`config.mk`:
```
export PLATFORM = sky130hd
export DESIGN_NAME = t1_dl_router
export DESIGN_NICKNAME = d
export VERILOG_FILES = /design/src/rtl/t1dl_pkg.sv /design/src/rtl/t1dl_locator.sv /design/src/rtl/t1dl_steer.sv /design/src/rtl/t1_dl_router.sv
export SDC_FILE = /design/constraint.sdc
export NUM_CORES = 1
export LEC_CHECK = 0
export BUFFER_PORTS_ARGS = -buffer_cell sky130_fd_sc_hd__buf_4
export CAP_MARGIN = 20
export CORE_MARGIN = 2
export CORE_UTILIZATION = 60
export DETAILED_ROUTE_END_ITERATION = 6
export PLACE_DENSITY = 0.91
export SETUP_SLACK_MARGIN = 0.05
export SLEW_MARGIN = 20
export SYNTH_ARGS = -nofsm -noshare
export SYNTH_HDL_FRONTEND = slang
export SYNTH_SLANG_ARGS = --single-unit
```
`constraint.sdc`:
```
create_clock -name clk -period 3.9 [get_ports clk]
set_clock_uncertainty 0.15 [all_clocks]
set_input_delay 0.195 -clock clk [delete_from_list [all_inputs] [get_ports clk]]
set_output_delay 0.195 -clock clk [all_outputs]
set_load 0.02 [all_outputs]
```
`src/rtl/t1dl_pkg.sv`:
```
// Package: shared route-select encoding and frame geometry for the
// T1 receive data link router. Assumes a 193-bit T1 frame.
package t1dl_pkg;
    typedef enum logic [1:0] {
        SEL_CTRL = 2'b00,
        SEL_SER  = 2'b01,
        SEL_OH   = 2'b10,
        SEL_ONES = 2'b11
    } dl_sel_e;

    localparam int T1_FRAME_BITS = 193;
    localparam int ESF_SF_FRAMES = 24;
    localparam int NSLC_SF_FRAMES = 12;
endpackage

```
`src/rtl/t1dl_locator.sv`:
```
// Module: t1dl_locator
// Tracks bit and frame position from frame_sync. Flags the overhead slot
// for the active framing mode, numbers the overhead bits and decides
// whether the overhead clock marks the current one. Samples the route
// select and the mode at each superframe boundary.
// Assumes: frame_sync is high only on bit 0 of frame 1.
module t1dl_locator
    import t1dl_pkg::*;
#(
    parameter int FRAME_BITS = T1_FRAME_BITS,
    parameter int ESF_FRAMES = ESF_SF_FRAMES,
    parameter int N_FRAMES   = NSLC_SF_FRAMES
) (
    input  logic    clk,
    input  logic    rst_n,
    input  logic    frame_sync,
    input  logic    frame_mode,
    input  logic [1:0] link_sel,
    input  logic    oh_half_rate,
    input  logic    oh_odd_phase,
    output logic    is_dl,
    output logic    oh_pick,
    output dl_sel_e act_sel
);
    localparam int BW = $clog2(FRAME_BITS);
    localparam int FW = $clog2(ESF_FRAMES + 1);

    logic [BW-1:0] bit_q, cur_bit;
    logic [FW-1:0] frm_q, cur_frm, dl_num, sf_len;
    logic          lock_q, aligned, boundary, mode_q, act_mode;
    dl_sel_e       sel_q;

    // Current position: a sync pulse overrides the running counters.
    always_comb begin
        cur_bit  = frame_sync ? '0 : bit_q;
        cur_frm  = frame_sync ? FW'(1) : frm_q;
        aligned  = frame_sync | lock_q;
        boundary = aligned && (cur_bit == '0) && (cur_frm == FW'(1));
        act_sel  = boundary ? dl_sel_e'(link_sel) : sel_q;
        act_mode = boundary ? frame_mode : mode_q;
        sf_len   = act_mode ? FW'(N_FRAMES) : FW'(ESF_FRAMES);
    end

    // Overhead slot detection, bit numbering and half-rate pick.
    always_comb begin
        is_dl   = aligned && (cur_bit == '0) &&
                  (act_mode ? !cur_frm[0] : cur_frm[0]);
        dl_num  = act_mode ? (cur_frm >> 1) : ((cur_frm + FW'(1)) >> 1);
        oh_pick = act_mode || !oh_half_rate || (dl_num[0] == oh_odd_phase);
    end

    // Position counters, lock flag and boundary-sampled configuration.
    always_ff @(posedge clk) begin
        if (!rst_n) begin
            bit_q  <= '0;
            frm_q  <= FW'(1);
            lock_q <= 1'b0;
            sel_q  <= SEL_SER;
            mode_q <= 1'b0;
        end else begin
            lock_q <= aligned;
            sel_q  <= act_sel;
            mode_q <= act_mode;
            if (cur_bit == BW'(FRAME_BITS - 1)) begin
                bit_q <= '0;
                frm_q <= (cur_frm == sf_len) ? FW'(1) : cur_frm + FW'(1);
            end else begin
                bit_q <= cur_bit + BW'(1);
                frm_q <= cur_frm;
            end
        end
    end

    // frame counter stays within the longest superframe.
    assert_frame_range_R6: assert property (@(posedge clk) disable iff (!rst_n)
        (frm_q >= FW'(1)) && (frm_q <= FW'(ESF_FRAMES)));
    // bit counter stays within one frame.
    assert_bit_range_R6: assert property (@(posedge clk) disable iff (!rst_n)
        bit_q < BW'(FRAME_BITS));
    // a sync pulse restarts the count at bit 1 of frame 1.
    assert_sync_restart_R6: assert property (@(posedge clk) disable iff (!rst_n)
        frame_sync |=> (bit_q == BW'(1)) && (frm_q == FW'(1)));
endmodule

```
`src/rtl/t1dl_steer.sv`:
```
// Module: t1dl_steer
// Registers the four destinations from the slot flag and the active
// route select. All outputs are one register after the input bit.
module t1dl_steer
    import t1dl_pkg::*;
(
    input  logic    clk,
    input  logic    rst_n,
    input  logic    rx_data,
    input  logic    is_dl,
    input  logic    oh_pick,
    input  dl_sel_e act_sel,
    output logic    ser_out,
    output logic    oh_data,
    output logic    oh_clk_en,
    output logic    link_bit,
    output logic    link_strobe
);
    logic to_ctrl, to_oh, force_one;

    // Destination decode for the current bit.
    always_comb begin
        to_ctrl   = is_dl && (act_sel == SEL_CTRL);
        to_oh     = is_dl && (act_sel == SEL_OH) && oh_pick;
        force_one = is_dl && (act_sel == SEL_ONES);
    end

    // Output registers with idle reset values.
    always_ff @(posedge clk) begin
        if (!rst_n) begin
            ser_out     <= 1'b0;
            oh_data     <= 1'b0;
            oh_clk_en   <= 1'b0;
            link_bit    <= 1'b0;
            link_strobe <= 1'b0;
        end else begin
            ser_out     <= force_one ? 1'b1 : rx_data;
            oh_clk_en   <= to_oh;
            oh_data     <= to_oh & rx_data;
            link_strobe <= to_ctrl;
            link_bit    <= to_ctrl & rx_data;
        end
    end

    // forced slots come out as one.
    assert_ser_force_R5: assert property (@(posedge clk) disable iff (!rst_n)
        (is_dl && act_sel == SEL_ONES) |=> ser_out);
    // outside overhead slots the stream passes unchanged.
    assert_ser_pass_R2: assert property (@(posedge clk) disable iff (!rst_n)
        !is_dl |=> (ser_out == $past(rx_data)));
    // overhead clock is a single-cycle enable.
    assert_ohclk_pulse_R11: assert property (@(posedge clk) disable iff (!rst_n)
        oh_clk_en |=> !oh_clk_en);
    // overhead data idle while its clock is low.
    assert_ohdata_idle_R11: assert property (@(posedge clk) disable iff (!rst_n)
        !oh_clk_en |-> !oh_data);
    // overhead data carries the extracted bit.
    assert_ohdata_val_R4: assert property (@(posedge clk) disable iff (!rst_n)
        (is_dl && act_sel == SEL_OH && oh_pick) |=> (oh_data == $past(rx_data)));
    // link bit idle without its strobe.
    assert_linkbit_idle_R2: assert property (@(posedge clk) disable iff (!rst_n)
        !link_strobe |-> !link_bit);
    // at most one extra destination is active per cycle.
    assert_dest_excl_R3: assert property (@(posedge clk) disable iff (!rst_n)
        $onehot0({link_strobe, oh_clk_en}));
endmodule

```
`src/rtl/t1_dl_router.sv`:
```
// Module: t1_dl_router (top)
// T1 receive data link extractor and router. Joins the position locator
// and the output steering stage. Assumes the stream is frame aligned and
// that frame_sync marks bit 0 of frame 1.
module t1_dl_router
    import t1dl_pkg::*;
#(
    parameter int FRAME_BITS = T1_FRAME_BITS,
    parameter int ESF_FRAMES = ESF_SF_FRAMES,
    parameter int N_FRAMES   = NSLC_SF_FRAMES
) (
    input  logic       clk,
    input  logic       rst_n,
    input  logic       rx_data,
    input  logic       frame_sync,
    input  logic       frame_mode,
    input  logic [1:0] link_sel,
    input  logic       oh_half_rate,
    input  logic       oh_odd_phase,
    output logic       ser_out,
    output logic       oh_data,
    output logic       oh_clk_en,
    output logic       link_bit,
    output logic       link_strobe
);
    logic    is_dl, oh_pick;
    dl_sel_e act_sel;

    t1dl_locator #(
        .FRAME_BITS(FRAME_BITS),
        .ESF_FRAMES(ESF_FRAMES),
        .N_FRAMES  (N_FRAMES)
    ) loc_i (
        .clk         (clk),
        .rst_n       (rst_n),
        .frame_sync  (frame_sync),
        .frame_mode  (frame_mode),
        .link_sel    (link_sel),
        .oh_half_rate(oh_half_rate),
        .oh_odd_phase(oh_odd_phase),
        .is_dl       (is_dl),
        .oh_pick     (oh_pick),
        .act_sel     (act_sel)
    );

    t1dl_steer steer_i (
        .clk        (clk),
        .rst_n      (rst_n),
        .rx_data    (rx_data),
        .is_dl      (is_dl),
        .oh_pick    (oh_pick),
        .act_sel    (act_sel),
        .ser_out    (ser_out),
        .oh_data    (oh_data),
        .oh_clk_en  (oh_clk_en),
        .link_bit   (link_bit),
        .link_strobe(link_strobe)
    );

    // outputs idle in the cycle after a reset edge.
    assert_reset_idle_R1: assert property (@(posedge clk)
        !rst_n |=> !(ser_out | oh_data | oh_clk_en | link_bit | link_strobe));
endmodule

```
==> flow_summary.ini <==
[critical_path]
critical_path_depth = 9
worst-r2r-cell-count = 9
critical_path_arrival_ns = 2.75
setup.worst_path.end_class = flip-flop
cp-start-kind = flip-flop
worst-path-max-fanout = 6
timing_worst_setup_path_type = reg2reg
critPathMaxStageDelay_ns = 0.49
cp_top_family = simple AND/OR/NAND/NOR gates
worstPathCellList = nor2_1, inv_1, ha_1, or4b_4, a21bo_1, o211ai_4, mux2_4, nor3_1, o21a_1
critical-path-slowest-cell = or4b_4
cp-startpoint = loc_i.frm_q[0]
worst-endpoint-required_ns = 4.00
crit-reg2reg-launch = loc_i.frm_q[0]
timing.critical_path.buf_inv = 1

[timing]
hold_vio_cnt_final = 0
final-max-slew-violation-count = 0
min_period_over_period_pct = 67.75
tightestPinTransition_ns = 0.5767
finalCriticalPeriod_ns = 2.642
report.final.setup_viol = 0
unrepaired_setup_endpoints_after_global_routing = false
fin_setup_tns_ns = 0
timing.slew.headroom_pct = 61.26
fmax_ghz = 0.3785

[floorplanning]
fp.dieW_um = 47.56
die-height_um = 47.56
placeableCoreArea_mm2 = 0.001764
start_util_pct = 64.54
number_of_top_level_pins = 14
fp-row-count = 15
floorplan.die_area_mm2 = 0.002262

[grt]
antenna_violations_before_repair = 0
gr_ovfl_total = 0
grt_first_pass_wirelength_mm = 4.160
largest_net_degree_at_the_start_of_global_routing = 16
gr-usage-all-layers_pct = 26.22
grt_pass1_vias = 961

[synthesis]
synth.yosys.warnings = 0
syn-cell-area_mm2 = 0.001139
synth_fp_nets = 144
postSynthRegisterBits = 22
synthesis.area_per_instance_um2 = 8.758
synth_sequential_area_ratio_pct = 38.68
yosysUniqueCellTypes = 37
synthCells = 130

[route]
drt_drc_violations_left = 0
ant_nets = 0
detail_route.vias_per_cell = 5.760
postRouteWirelength_mm = 2.458
dr.first_iter.drc_count = 32
first_pass_iters = 6
avgRoutedWirePerCell_um = 14.37
routed-via-count = 985

[layout]
num_antenna_cells = 0
syn_to_final_growth_pct = 16.70
multi_input_comb_area_um2 = 671.9
post_route_cells_drive_above_1_share_pct = 14.38
nFillCells = 130
nNetsFinal = 161
seqCellArea_um2 = 440.4

[flow_run]
drv.max_cap_violation_count = 0

[cts]
cts_tree = done
clock-sinks = 22
cts_max_path_buffers = 2
post_cts.resized_instances = 0
cts.root.buffer_cell = clkbuf_4
numCtsBuffers = 3
clkLatencyLatePin_ns = 0.32
clock_tree.htree_level_count = 1
cts_setup_buffers = 0
clkSlewWorstSetupHoldPaths_ns = 0.14
cts_hold_repair.buffers = 2

[power_and_ir_drop]
power.density_mw_per_mm2 = 345.4
overall_power_after_layout_uw = 458.9
peakVddDrop_uv = 363.4
power_leakage_nw = 0.5659

[worst_hold_path]
hold_class = in2reg
min_delay_path_depth = 3
min_from = link_sel[0]

[placement]
final_weighted_congestion_in_routability_driven_placement = 0.9289
hpwl_mm = 1.824
io_buffer_count = 13

[outcome]
outcome = finished, final reports clean
per-stage QoR:
step / area (µm²) / utilization [%] / instances / hold WS, ns / worst slack, ns
floorplan: 1139 / - / 130 / 0.1523 / 1.382
global placement: 1256 / 71.21 / 165 / 0.2693 / 1.330
detailed placement: 1256 / 71.21 / 165 / 0.2743 / 1.250
CTS: 1329 / 75.32 / 171 / 0.05661 / 1.276
global route: 1329 / 75.32 / 171 / 0.07575 / 1.090
finish: 1329 / 75.32 / 171 / 0.05335 / 1.258
logic make-up (layout without fill, tap and decap cells):
kind of cell | after synthesis | count (layout) | share of synthesized area (%)
XOR/XNOR | 9 | 9 | 6.923
adder cells (fa/ha/maj) | 5 | 5 | 5.495
buffers and inverters | 7 | 23 | 2.307
AND/OR/NAND/NOR | 68 | 68 | 31.43
multiplexers | 4 | 4 | 3.956
flip-flops | 22 | 22 | 38.68
AO/OA/AOI/OAI | 15 | 15 | 11.21
path summary, 6_finish.rpt:
check	end	slack [ns]
hold reg to reg	loc_i.lock_q	0.34
hold / removal	loc_i.sel_q[0]	0.05
setup reg to reg	loc_i.frm_q[1]	1.26
setup / recovery	loc_i.frm_q[1]	1.26
metal layers:
metal | GRT usage [%] | routed length (µm) | up-vias
li1 | - | - | 486
met1 | 33.80 | 1041 | 458
met2 | 44.05 | 1245 | 33
met3 | 4.906 | 124 | 8
met4 | 9.189 | 46 | 0
met5 | 0 | 0 | -
cells in the mapped netlist:
| cell | number | area share (%) |
|---|---|---|
| mux2i_1 | 3 | 2.6 |
| o21a_1 | 2 | 1.3 |
| clkbuf_1 | 3 | 0.99 |
| o21ai_0 | 1 | 0.44 |
| mux2_4 | 1 | 1.3 |
| nor4b_1 | 2 | 1.5 |
| a21bo_1 | 1 | 0.88 |
| nor2b_1 | 4 | 2.2 |
| nor2_1 | 17 | 5.6 |
| inv_1 | 4 | 1.3 |
| a22oi_1 | 1 | 0.66 |
| dfxtp_1 | 22 | 39 |
| or4b_4 | 1 | 1.2 |
| a21o_1 | 1 | 0.66 |
| and4_1 | 2 | 1.5 |
| nor4_1 | 1 | 0.55 |
| a21bo_2 | 1 | 0.88 |
| nor3b_1 | 1 | 0.66 |
| nand2b_1 | 7 | 3.8 |
| a311oi_1 | 1 | 0.77 |
| o31a_1 | 1 | 0.77 |
| a21boi_0 | 1 | 0.66 |
| nor3_1 | 5 | 2.2 |
| a21oi_1 | 2 | 0.88 |
| ha_1 | 5 | 5.5 |
| or3_1 | 1 | 0.55 |
| xor2_1 | 5 | 3.8 |
| o211ai_4 | 1 | 1.9 |
| o41ai_1 | 1 | 0.77 |
| and2_1 | 1 | 0.55 |
| o31ai_1 | 1 | 0.66 |
| or2b_1 | 1 | 0.66 |
| nand2_1 | 12 | 4.0 |
| and3_1 | 4 | 2.2 |
| xnor2_1 | 4 | 3.1 |
| nand4_1 | 2 | 1.1 |
| nand3_1 | 7 | 3.1 |
layout make-up:
class                           instances  share of cell area, %
Inverter                                4                  1.130
Timing Repair Buffer                   15                  8.851
Clock buffer                            3                  1.695
Multi-Input combinational cell        101                  50.57
Tap cell                               25                  2.354
Clock inverter                          1                  2.260
Sequential cell                        22                  33.15
placed cells by master (no fill, tap or decap), drive strengths merged, types with 2 or more instances in the layout:
master | netlist | final
buf | 0 | 13
clkbuf | 3 | 3
nand2 | 12 | 12
mux2i | 3 | 3
xor2 | 5 | 5
dfxtp | 22 | 22
inv | 4 | 4
nor2 | 17 | 17
a21oi | 2 | 2
and4 | 2 | 2
nand2b | 7 | 7
and3 | 4 | 4
nor3 | 5 | 5
nor4b | 2 | 2
xnor2 | 4 | 4
nand3 | 7 | 7
a21bo | 2 | 2
o21a | 2 | 2
nand4 | 2 | 2
nor2b | 4 | 4
dlygate4sd3 | 0 | 2
ha | 5 | 5
sequential cells by signal (all words and copies together), names as in the netlist:
register	cells
loc_i.frm_q	5
loc_i.sel_q	2
loc_i.lock_q	1
steer_i.link_bit	1
steer_i.oh_clk_en	1
steer_i.oh_data	1
loc_i.bit_q	8
steer_i.link_strobe	1
loc_i.mode_q	1
steer_i.ser_out	1
power breakdown:
group	switching, mW	internal, mW
clock network	0.0713	0.104
registers	0.00343	0.231
logic	0.0267	0.0229
worst reg2reg max path, stage by stage (launching register included):
cell	delay, ns
dfxtp_1	0.36
nor2_1	0.07
inv_1	0.15
ha_1	0.20
or4b_4	0.49
a21bo_1	0.23
o211ai_4	0.27
mux2_4	0.36
nor3_1	0.19
o21a_1	0.13
Note: power is estimated with default switching activity, not from simulation.
